## src/rtl/brk_pkg.sv

```systemverilog
// Package brk_pkg
// Shared types and decode for the breakpoint unit.
// Assumes 8-bit control codes as seen on the I/O write bus.
package brk_pkg;

    typedef enum logic [2:0] {
        BK_NONE = 3'd0,
        BK_MRD  = 3'd1,
        BK_MWR  = 3'd2,
        BK_IIN  = 3'd3,
        BK_IOUT = 3'd4
    } brk_kind_e;

    // Translate a mode byte into the kind of access to watch.
    function automatic brk_kind_e decode_kind(input logic [7:0] code);
        case (code)
            8'h0A:   decode_kind = BK_MRD;
            8'h06:   decode_kind = BK_MWR;
            8'h09:   decode_kind = BK_IIN;
            8'h05:   decode_kind = BK_IOUT;
            default: decode_kind = BK_NONE;
        endcase
    endfunction

endpackage

```

## src/rtl/brk_btn_sync.sv

```systemverilog
// Module brk_btn_sync
// Brings an asynchronous button into the clock domain and gives a
// one-cycle pulse on each rising edge of the synchronized level.
// Assumes the button is held steady longer than STAGES+1 clocks.
module brk_btn_sync #(
    parameter int STAGES = 2
) (
    input  logic clk,
    input  logic rst_n,
    input  logic btn_raw,
    output logic press
);
    logic [STAGES-1:0] chain;
    logic              last_lvl;

    // First synchronizer flop samples the raw button.
    always_ff @(posedge clk) begin
        if (!rst_n) chain[0] <= 1'b0;
        else        chain[0] <= btn_raw;
    end

    // The remaining synchronizer flops.
    genvar g;
    generate
        for (g = 1; g < STAGES; g++) begin : g_stage
            always_ff @(posedge clk) begin
                if (!rst_n) chain[g] <= 1'b0;
                else        chain[g] <= chain[g-1];
            end
        end
    endgenerate

    // Delayed copy of the synchronized level, for edge detection.
    always_ff @(posedge clk) begin
        if (!rst_n) last_lvl <= 1'b0;
        else        last_lvl <= chain[STAGES-1];
    end

    // Rising edge of the synchronized level.
    assign press = chain[STAGES-1] & ~last_lvl;

endmodule

```

## src/rtl/brk_match.sv

```systemverilog
// Module brk_match
// Combinational comparator: flags an observed access of the selected
// kind at the programmed address. Assumes single-cycle strobes.
module brk_match
    import brk_pkg::*;
#(
    parameter int AW = 16
) (
    input  brk_kind_e         kind,
    input  logic [AW-1:0]     brk_addr,
    input  logic [AW-1:0]     bus_addr,
    input  logic              bus_mem,
    input  logic              bus_rd,
    input  logic              bus_wr,
    output logic              hit
);
    logic kind_ok;

    // Check that the access type agrees with the selected kind.
    always_comb begin
        case (kind)
            BK_MRD:  kind_ok = bus_mem  & bus_rd;
            BK_MWR:  kind_ok = bus_mem  & bus_wr;
            BK_IIN:  kind_ok = ~bus_mem & bus_rd;
            BK_IOUT: kind_ok = ~bus_mem & bus_wr;
            default: kind_ok = 1'b0;
        endcase
    end

    assign hit = kind_ok & (bus_addr == brk_addr);

endmodule

```

## src/rtl/brk_capture.sv

```systemverilog
// Module brk_capture
// Holds the captured program counter, the byte selector for the read
// port and the NMI pulse counter. Assumes fire is a one-cycle pulse.
module brk_capture #(
    parameter int DW         = 8,
    parameter int NMI_CYCLES = 4
) (
    input  logic            clk,
    input  logic            rst_n,
    input  logic            fire,
    input  logic [2*DW-1:0] fetch_addr,
    input  logic            rd_strobe,
    output logic            nmi_req,
    output logic [DW-1:0]   rd_byte
);
    localparam int CW = $clog2(NMI_CYCLES + 1);

    logic [2*DW-1:0] pc_q;
    logic            hi_sel;
    logic [CW-1:0]   pulse_cnt;

    // Store the fetch address at the moment of the break.
    always_ff @(posedge clk) begin
        if (!rst_n)    pc_q <= '0;
        else if (fire) pc_q <= fetch_addr;
    end

    // Byte selector: low after a capture, flips on each read.
    always_ff @(posedge clk) begin
        if (!rst_n)         hi_sel <= 1'b0;
        else if (fire)      hi_sel <= 1'b0;
        else if (rd_strobe) hi_sel <= ~hi_sel;
    end

    // Counts down the remaining cycles of the NMI pulse.
    always_ff @(posedge clk) begin
        if (!rst_n)              pulse_cnt <= '0;
        else if (fire)           pulse_cnt <= CW'(NMI_CYCLES);
        else if (pulse_cnt != 0) pulse_cnt <= pulse_cnt - 1'b1;
    end

    assign nmi_req = (pulse_cnt != 0);
    assign rd_byte = !rd_strobe ? '0 : (hi_sel ? pc_q[2*DW-1:DW] : pc_q[DW-1:0]);

endmodule

```

## src/rtl/brk_pc_unit.sv

```systemverilog
// Module brk_pc_unit (top)
// Address/manual breakpoint with deferred NMI and PC capture.
// Control port writes set the address and the mode. A trigger is held
// pending until the next opcode fetch, which fires the break.
// Assumes bus_fetch comes with the fetch address on bus_addr.
module brk_pc_unit
    import brk_pkg::*;
#(
    parameter int         DW          = 8,
    parameter int         NMI_CYCLES  = 4,
    parameter int         SYNC_STAGES = 2,
    parameter logic [7:0] PORT_PC     = 8'hF2,
    parameter logic [7:0] PORT_AHI    = 8'hFC,
    parameter logic [7:0] PORT_ALO    = 8'hFD,
    parameter logic [7:0] PORT_MODE   = 8'hFE
) (
    input  logic            clk,
    input  logic            rst_n,
    input  logic            io_wr,
    input  logic            io_rd,
    input  logic [7:0]      io_addr,
    input  logic [DW-1:0]   io_wdata,
    output logic [DW-1:0]   rd_data,
    input  logic [2*DW-1:0] bus_addr,
    input  logic            bus_mem,
    input  logic            bus_rd,
    input  logic            bus_wr,
    input  logic            bus_fetch,
    input  logic            brk_btn,
    output logic            nmi_req
);
    localparam int AW = 2 * DW;

    logic [AW-1:0] brk_addr;
    brk_kind_e     kind;
    logic          armed;
    logic          pending;
    logic          hit;
    logic          press;
    logic          fire;
    logic          mode_wr;
    logic          rd_strobe;

    assign mode_wr   = io_wr & (io_addr == PORT_MODE);
    assign rd_strobe = io_rd & (io_addr == PORT_PC);
    assign fire      = armed & pending & bus_fetch;

    // Break address register, loaded one byte at a time.
    always_ff @(posedge clk) begin
        if (!rst_n) begin
            brk_addr <= '0;
        end else if (io_wr && io_addr == PORT_AHI) begin
            brk_addr[AW-1:DW] <= io_wdata;
        end else if (io_wr && io_addr == PORT_ALO) begin
            brk_addr[DW-1:0] <= io_wdata;
        end
    end

    // Mode register, holding the decoded break kind.
    always_ff @(posedge clk) begin
        if (!rst_n)       kind <= BK_NONE;
        else if (mode_wr) kind <= decode_kind(io_wdata[7:0]);
    end

    // Arm state: set by a mode write, cleared by a break.
    always_ff @(posedge clk) begin
        if (!rst_n)       armed <= 1'b0;
        else if (mode_wr) armed <= 1'b1;
        else if (fire)    armed <= 1'b0;
    end

    // Pending trigger, waiting for the end of the instruction.
    always_ff @(posedge clk) begin
        if (!rst_n)                     pending <= 1'b0;
        else if (mode_wr || fire)       pending <= 1'b0;
        else if (armed && (hit || press)) pending <= 1'b1;
    end

    brk_btn_sync #(
        .STAGES (SYNC_STAGES)
    ) u_btn (
        .clk     (clk),
        .rst_n   (rst_n),
        .btn_raw (brk_btn),
        .press   (press)
    );

    brk_match #(
        .AW (AW)
    ) u_match (
        .kind     (kind),
        .brk_addr (brk_addr),
        .bus_addr (bus_addr),
        .bus_mem  (bus_mem),
        .bus_rd   (bus_rd),
        .bus_wr   (bus_wr),
        .hit      (hit)
    );

    brk_capture #(
        .DW         (DW),
        .NMI_CYCLES (NMI_CYCLES)
    ) u_cap (
        .clk        (clk),
        .rst_n      (rst_n),
        .fire       (fire),
        .fetch_addr (bus_addr),
        .rd_strobe  (rd_strobe),
        .nmi_req    (nmi_req),
        .rd_byte    (rd_data)
    );

endmodule

```

## config.mk

```make
export PLATFORM = sky130hd
export DESIGN_NAME = brk_pc_unit
export DESIGN_NICKNAME = d
export VERILOG_FILES = /design/src/rtl/brk_pkg.sv /design/src/rtl/brk_btn_sync.sv /design/src/rtl/brk_match.sv /design/src/rtl/brk_capture.sv /design/src/rtl/brk_pc_unit.sv
export SDC_FILE = /design/constraint.sdc
export NUM_CORES = 1
export LEC_CHECK = 0
export ABC_AREA = 1
export BUFFER_PORTS_ARGS = -buffer_cell sky130_fd_sc_hd__buf_4
export CORE_MARGIN = 3
export CORE_UTILIZATION = 50
export CTS_CLUSTER_DIAMETER = 30
export DETAILED_ROUTE_END_ITERATION = 12
export PLACE_DENSITY_LB_ADDON = 0.2
export SYNTH_ARGS = -nofsm -noshare
export SYNTH_HDL_FRONTEND = slang
export SYNTH_SLANG_ARGS = --single-unit
```

## constraint.sdc

```tcl
create_clock -name clk -period 2.3 [get_ports clk]
set_input_delay 0 -clock clk [delete_from_list [all_inputs] [get_ports clk]]
set_output_delay 0 -clock clk [all_outputs]
set_load 0.02 [all_outputs]
```

==> impl_summary.md, run 1 <==
Worst setup path
The biggest fanout along the worst timing path is 17. The kind of end point of the critical path is a primary output. In this design, the stage delay of the slowest critical-path cell is 690 ps. The startpoint type of the worst setup path is a flip-flop. The critical path goes through nor2_1 > a21oi_1 > nor2_1 > buf_4. Data arrives at the worst endpoint at 1480 ps.

The required time of the worst setup path is 2300 ps. Among cell families on the critical path, the largest total delay comes from flip-flops. The number of buffers and inverters on the critical path is 1.

The type of the worst setup path is reg2out. The worst-case register-to-register setup slack is 840 ps. The library cell contributing the largest single delay on the critical path is sky130_fd_sc_hd__dfxtp_1.

The most repeated library cell on the critical path is sky130_fd_sc_hd__nor2_1.

Floorplan
The die height is 72.5 µm. The standard-cell row count is 23. The die area is 0.00525 mm². For this design the top-level I/O count stands at 50. The initial utilization of the core area, before any placement, comes to 53.3%. Measured along the x axis, the die boundary spans 72.5 µm. In this run the standard cell core region covers 0.00414 mm².

Timing
The number of endpoints failing setup at the final stage is 0. The worst path uses 64.2% of the clock period. For the pin with the worst max-slew slack, the measured transition is 575 ps. Adding up every negative setup slack in the final design gives 0 ps. On the final layout, the worst clock skew is 4.07 ps.

After layout, the minimum clock period comes to 1480 ps. The hold violation count in the final report is 0. The least setup slack across all paths after layout is 823 ps. The worst hold slack is 3.12 ps.

Measured against its own limit, the worst slew margin works out to 61.6%. Setup repair after global routing left no endpoint under its margin. The maximum operating frequency is 677 MHz. The number of pins with negative max-slew slack in the final report is 0.

Global route
Entering global routing, the biggest net connects 42 pins. The first global-routing pass estimated 8.51 mm of wire. The number of global-route vias before repair was 1934. Global routing used 20.4% of the available tracks. The initial antenna violation count is 0. Summed over all layers, the global routing overflow is 0.

Synth
The number of nets in the synthesized netlist is 384. The flip-flop and latch count after synthesis is 44. In this run, distinct cell masters in the synthesized netlist total 26. The gate count after technology mapping is 340. The Yosys step of the flow raised 0 warnings. The synthesized cell area is 0.00221 mm². The fraction of the yosys area taken by sequential cells is 39.9%.

In this run the mean area of a mapped cell was 6.50 µm².

Placed design
The total instance count after detailed placement is 429. In this run the tool buffered the top-level ports with 49 buffer cells. After legalization and detailed placement, the total HPWL measured 3.54 mm. The placed instances occupy a cell area of 0.00259 mm². Before CTS, the worst setup slack after placement is 875 ps. The congestion estimate from routability-driven global placement came to 0.772.

Routing
For this block, the routed nets add up to 4.76 mm of wire. The routed layout has 2099 vias. The post-detailed-route DRC marker count is 0. The iteration-0 DRC count of the detailed router is 171.

Dividing the detail-routed via count by the number of cells gives 4.77. In this run the remaining antenna-violating nets after routing total 0. The number of detailed-routing iterations run before antenna repair is 4. The routed wirelength normalized by instance count is 10.8 µm.

Worst hold path
The tightest min-delay check is of the in2reg type.

CTS
The CTS tree is done. Clock tree synthesis selected as its root buffer the cell sky130_fd_sc_hd__clkbuf_8. The number of H-tree levels is 2.

The number of clock buffers added by TritonCTS is 5. Counting every sink on the clock net gives 44. Counting along the longest clock path gives a buffer depth of 2. The later pin in the worst-skew pair is clocked with a latency of 290 ps. After clock tree synthesis, the clock-pin slew on the worst setup and hold paths is 80 ps.

Run status
The flow ran to the end, and the final reports show no timing, DRC or antenna violations.

Layout
The finished cells cover 0.00271 mm². The final standard cell utilization of the core is 65.3%. The number of filler cells placed in the layout is 377. In the layout the commonest cells are 75 x sky130_fd_sc_hd__nand2_1, 69 x sky130_fd_sc_hd__inv_1, 50 x sky130_fd_sc_hd__buf_4.

The most common library cell in the layout ignoring fill and taps is sky130_fd_sc_hd__nand2_1. At the end of the flow, the number of nets in the layout was 434. The filler-free cell count of the finished design is 440.

The number of diodes added for antenna fixing is 0. Summing all multi-input logic gate instances after layout gives 0.00101 mm². Of the cells placed in the final design, the portion with a size suffix greater than 1 is 16.9%. The area growth from synthesis to final layout is 22.5%. Summing all flip-flop and latch instances after layout gives 881 µm².

Run
Across the run, the number of max-cap violations was 0.

Power and ir drop
In this run switching power makes up 27.2% of total power. The leakage power summed over all cells is 1.25 nW. The overall power of the completed layout is 1.56 mW.

The logic gate share of total power is 20.0%. The switching power of the nets is 0.423 mW. Registers are responsible for 51.2% of the overall power. The internal power is 1.14 mW. The power density over the cells is 576 mW/mm².

The worst-case vdd ir drop is 330 µV. The clock network is responsible for 28.8% of the overall power.
[kinds of logic after synthesis]
group | Yosys count | synth area share [%]
xor+xnor | 2 | 0.793
simple gates | 125 | 23.5
buf+inv | 81 | 14.6
flops | 44 | 39.9
compound gates | 85 | 19.6
fa+ha+maj | 3 | 1.70
[power groups by stage]
stage / Sequential, mW / Clock, mW / Combinational [mW]
2_1_floorplan: 0.815 / 0 / 0.186
3_3_place_gp: 0.817 / 0 / 0.302
3_5_place_dp: 0.817 / 0 / 0.309
4_1_cts: 0.799 / 0.461 / 0.318
5_1_grt: 0.802 / 0.496 / 0.357
6_report: 0.799 / 0.448 / 0.313
[final timing paths]
path,startpoint,depth (start not counted),end
setup / recovery,u_cap.hi_sel,4,rd_data[0]
hold / removal,bus_addr[2],3,u_cap.pc_q[2]
setup reg to reg,armed,5,u_cap.hi_sel
hold reg to reg,u_btn.chain[0],2,u_btn.chain[1]
[final cells by class]
class,count,share of cell area [%]
Clock buffer,6,2.68
Clock inverter,1,0.185
Inverter,70,9.71
Multi-Input combinational cell,215,37.2
Sequential cell,44,32.5
Tap cell,50,2.31
Timing Repair Buffer,54,15.3
[Yosys cell counts]
cell | n | share of area [%]
sky130_fd_sc_hd__nand4_1 | 1 | 0.28
sky130_fd_sc_hd__o21ai_0 | 21 | 4.8
sky130_fd_sc_hd__nand3_1 | 5 | 1.1
sky130_fd_sc_hd__nor3_2 | 1 | 0.45
sky130_fd_sc_hd__nand3_2 | 1 | 0.45
sky130_fd_sc_hd__xnor2_1 | 2 | 0.79
sky130_fd_sc_hd__nand2_2 | 3 | 0.85
sky130_fd_sc_hd__nand4_2 | 1 | 0.57
sky130_fd_sc_hd__dfxtp_1 | 44 | 40
sky130_fd_sc_hd__buf_6 | 2 | 1.0
sky130_fd_sc_hd__nor2_2 | 1 | 0.28
sky130_fd_sc_hd__a21oi_2 | 1 | 0.40
sky130_fd_sc_hd__inv_2 | 1 | 0.17
sky130_fd_sc_hd__buf_2 | 2 | 0.45
sky130_fd_sc_hd__inv_1 | 69 | 12
sky130_fd_sc_hd__ha_1 | 3 | 1.7
sky130_fd_sc_hd__nor3_1 | 1 | 0.23
sky130_fd_sc_hd__a21oi_1 | 44 | 10
sky130_fd_sc_hd__buf_1 | 1 | 0.17
sky130_fd_sc_hd__clkbuf_1 | 6 | 1.0
sky130_fd_sc_hd__a21boi_0 | 1 | 0.34
sky130_fd_sc_hd__a31oi_1 | 1 | 0.28
sky130_fd_sc_hd__nor2_1 | 35 | 5.9
sky130_fd_sc_hd__nand2_1 | 75 | 13
sky130_fd_sc_hd__o21ai_1 | 17 | 3.9
sky130_fd_sc_hd__nor4_2 | 1 | 0.57
[registers in the layout, indices dropped and copies added, names as in the netlist]
signal           cells
armed                1
brk_addr            16
kind                 3
pending              1
u_btn.chain          2
u_btn.last_lvl       1
u_cap.hi_sel         1
u_cap.pc_q          16
u_cap.pulse_cnt      3
[worst reg2reg max path, stage by stage (launching register included)]
cell                      delay [ps]
sky130_fd_sc_hd__dfxtp_1         370
sky130_fd_sc_hd__nand3_2         450
sky130_fd_sc_hd__nand2_1         280
sky130_fd_sc_hd__inv_1           110
sky130_fd_sc_hd__o21ai_1         100
sky130_fd_sc_hd__a21oi_1          50
[repair_timing]
| action | in CTS | in global routing |
|---|---|---|
| resized for setup | 0 | 0 |
| setup buffers | 0 | 0 |
| hold buffers | 4 | 0 |
| setup endpoints to repair | 0 | 0 |
| endpoints found under the hold margin | 4 | 0 |
[routing by layer]
| metal | routed length [µm] | GRT usage (%) |
|---|---|---|
| met1 | 2290 | 27.4 |
| met2 | 2180 | 33.3 |
| met3 | 230 | 4.71 |
| met4 | 51 | 5.12 |
| met5 | 0 | 0 |
Power figures use the tool's default switching activity.
==> run 2, diff against run 1 <==
Clock period 2.3 ns to 1.5 ns, I/O delays scaled along.
==> run 2 against run 1 <==
  * Critical path depth up 1
  * First-iteration DRC count down 26%
  * Setup slack got worse by 680 ps
  * Via count is 1.9% higher
  * Total power rose by 67%
  * Sequential share of layout area down 1.4 points
  * Utilization increased by 3.0 points
  * Clock skew grew 2.8 ps
  * Largest cell class unchanged
==> impl_summary.md, run 2 (synthesized netlist as in run 1, its figures left out) <==
CTS
The deepest clock path buffer count is 2 (unchanged). The clock transition at the registers of the reported paths is 80 ps (about the same). The number of sinks on the clock net is 44 (unchanged).

The CTS tree is done. The tree is rooted in a sky130_fd_sc_hd__clkbuf_8. The insertion delay to the later sink of the worst-skew pair is 300 ps (about the same). The CTS buffer count is 5 (unchanged). The number of post-CTS setup repair buffers is 0 (unchanged). The number of H-tree levels was 2 (unchanged).

Routing
The routed wirelength normalized by instance count is 10.7 µm (-1.1%). The via count normalized by instance count is 4.76 (-0.18%). The number of detailed-routing iterations run before antenna repair is 4 (unchanged). The total wire length is 4.80 mm (+0.95%). The post-detailed-route DRC marker count is 0 (unchanged). The iteration-0 DRC count of the detailed router is 127 (-26%). The routed via count came to 2138 (+1.9%). The count of antenna-violating nets left after detailed routing is 0 (unchanged).

Power and ir drop
The switching power of the nets came to 0.677 mW (+60%). The power share of the sequential group is 46.9% (-4.3 points). The worst-case vdd ir drop came to 545 µV (+65%). The logic gate share of total power was 19.0% (-1.0 points). The switching share of total power is 25.9% (-1.2 points). The internal power is 1.93 mW (+70%).

The part of the power in the clock network is 34.1% (+5.3 points). The leakage power summed over all cells is 1.30 nW (+4.4%). The power density over the cells came to 922 mW/mm² (+60%).

Layout
The most common library cell in the layout ignoring fill and taps is sky130_fd_sc_hd__nand2_1. In the layout the commonest cells are 75 x sky130_fd_sc_hd__nand2_1, 69 x sky130_fd_sc_hd__inv_1, 49 x sky130_fd_sc_hd__buf_4. From synthesis to final layout, the design area changed by 28.1%. The number of filler cells placed in the layout was 397 (+5.3%). The net count reported at finish came to 442 (+1.8%).

The share of cells above drive strength 1 is 17.0% (+0.12 points). The final standard cell utilization of the core was 68.3% (+3.0 points). The largest registers in the layout are brk_addr: 16 flops, u_cap.pc_q: 16 flops.

The flip-flop and latch area is 882 µm² (+0.14%). The footprint of the multi-input gates is 0.00101 mm² (unchanged). The number of diodes added for antenna fixing is 0 (unchanged).

Timing
The setup TNS came to 0 ps (unchanged). After layout, the minimum clock period comes to 1360 ps. The number of endpoints failing setup at the final stage is 0 (unchanged). Setup repair after global routing left no endpoint under its margin. The worst-margin pin slew is 409 ps (-166 ps).

The maximum operating frequency is 735 MHz. The hold violation count in the final report is 0 (unchanged). The post-route clock skew came to 6.84 ps (+2.77 ps). The number of pins with negative max-slew slack in the final report came to 0 (unchanged). The headroom to the max-slew limit is 72.5% (+11 points). The final critical path takes up 90.6% of the cycle.

Floorplan
The number of top-level pins is 50 (unchanged). The area of the placeable core came to 0.00414 mm² (unchanged). The die height is 72.5 µm (unchanged). The standard-cell row count was 23 (unchanged). The effective utilization at floorplan was 53.3% (unchanged). The die boundary width is 72.5 µm (unchanged). The die area was 0.00525 mm² (unchanged).

Worst setup path
The data arrival time of the critical path was 1360 ps (-120 ps). The worst-case register-to-register setup slack is 280 ps (-560 ps). The biggest fanout along the worst timing path is 6 (-11). STA classifies the critical path startpoint as a flip-flop. The worst setup path is captured at a primary output. The worst setup path is of the reg2out kind. The required time of the worst setup path is 1500 ps (-800 ps).

Global route
The number of global-route vias before repair came to 1907 (-1.4%). The overall fraction of global-route tracks in use came to 19.7% (-0.73 points). The initial antenna violation count was 0 (unchanged).

The maximum number of pins on one net before global-route repair came to 42 (unchanged). The wire length of the first global-routing pass is 8.22 mm (-3.5%). The overflow left after global routing is 0 (unchanged).

Placed design
The total of buffers placed on input and output ports is 49 (unchanged). The final HPWL from detailed placement is 3.56 mm (+0.48%). The final estimated routing congestion in global placement is 0.808 (+4.6%).

Run
The count of max-cap constraint violations is 0 (unchanged).

Run status
The run finished with clean final reports.

Worst hold path
The type of the most critical hold path is in2reg.
-- run 2: final timing paths --
check                     startpoint            endpoint  cells after the start
hold reg to reg       u_btn.chain[0]      u_btn.chain[1]                      2
setup reg to reg  u_cap.pulse_cnt[0]  u_cap.pulse_cnt[2]                      5
hold / removal           io_wdata[3]        brk_addr[11]                      3
setup / recovery  u_cap.pulse_cnt[0]             nmi_req                      5
-- run 2: critical path: stages, from the launching register on --
cell and delay [ps]:
sky130_fd_sc_hd__dfxtp_1 330, sky130_fd_sc_hd__inv_1 60, sky130_fd_sc_hd__ha_1 210, sky130_fd_sc_hd__ha_1 240, sky130_fd_sc_hd__inv_1 90, sky130_fd_sc_hd__buf_4 140
-- run 2: power by group through the flow --
stage	logic, mW	registers (mW)	clock network [mW]
after CTS	0.502	1.23	0.912
after detailed placement	0.475	1.25	0
after global placement	0.459	1.25	0
after floorplan	0.285	1.25	0
after global routing	0.570	1.23	0.951
final	0.496	1.23	0.890
-- run 2: cell type report --
class / instances / share of cell area [%]
clock inverters: 2 / 1.24
inverters: 70 / 9.28
clock buffers: 6 / 2.56
flip-flops and latches: 44 / 31.2
multi-input cells: 215 / 35.6
well taps: 50 / 2.21
repair buffers: 62 / 17.9
-- run 2: routing by layer --
layer,track usage (%),part of all wire (%)
met1,26.4,48
met2,31.2,45
met3,4.43,5.7
met4,6.97,1.5
met5,0,0
-- run 2: stage by stage --
step	setup WS, ps	hold WS, ps	instance area [µm²]	cells	power, mW
after floorplan	309	97.6	2210	340	1.53
final	140	3.94	2830	449	2.61
after CTS	36.8	0.295	2830	449	2.64
after detailed placement	276	184	2600	429	1.73
after global routing	38.1	17.5	2830	449	2.75
after global placement	341	181	2600	429	1.71
-- run 2: what timing repair did --
action / in CTS / in global routing
endpoints found under the hold margin: 13 / 0
gates resized for setup: 0 / 1
endpoints found under the setup margin: 0 / 8
hold buffers: 12 / 0
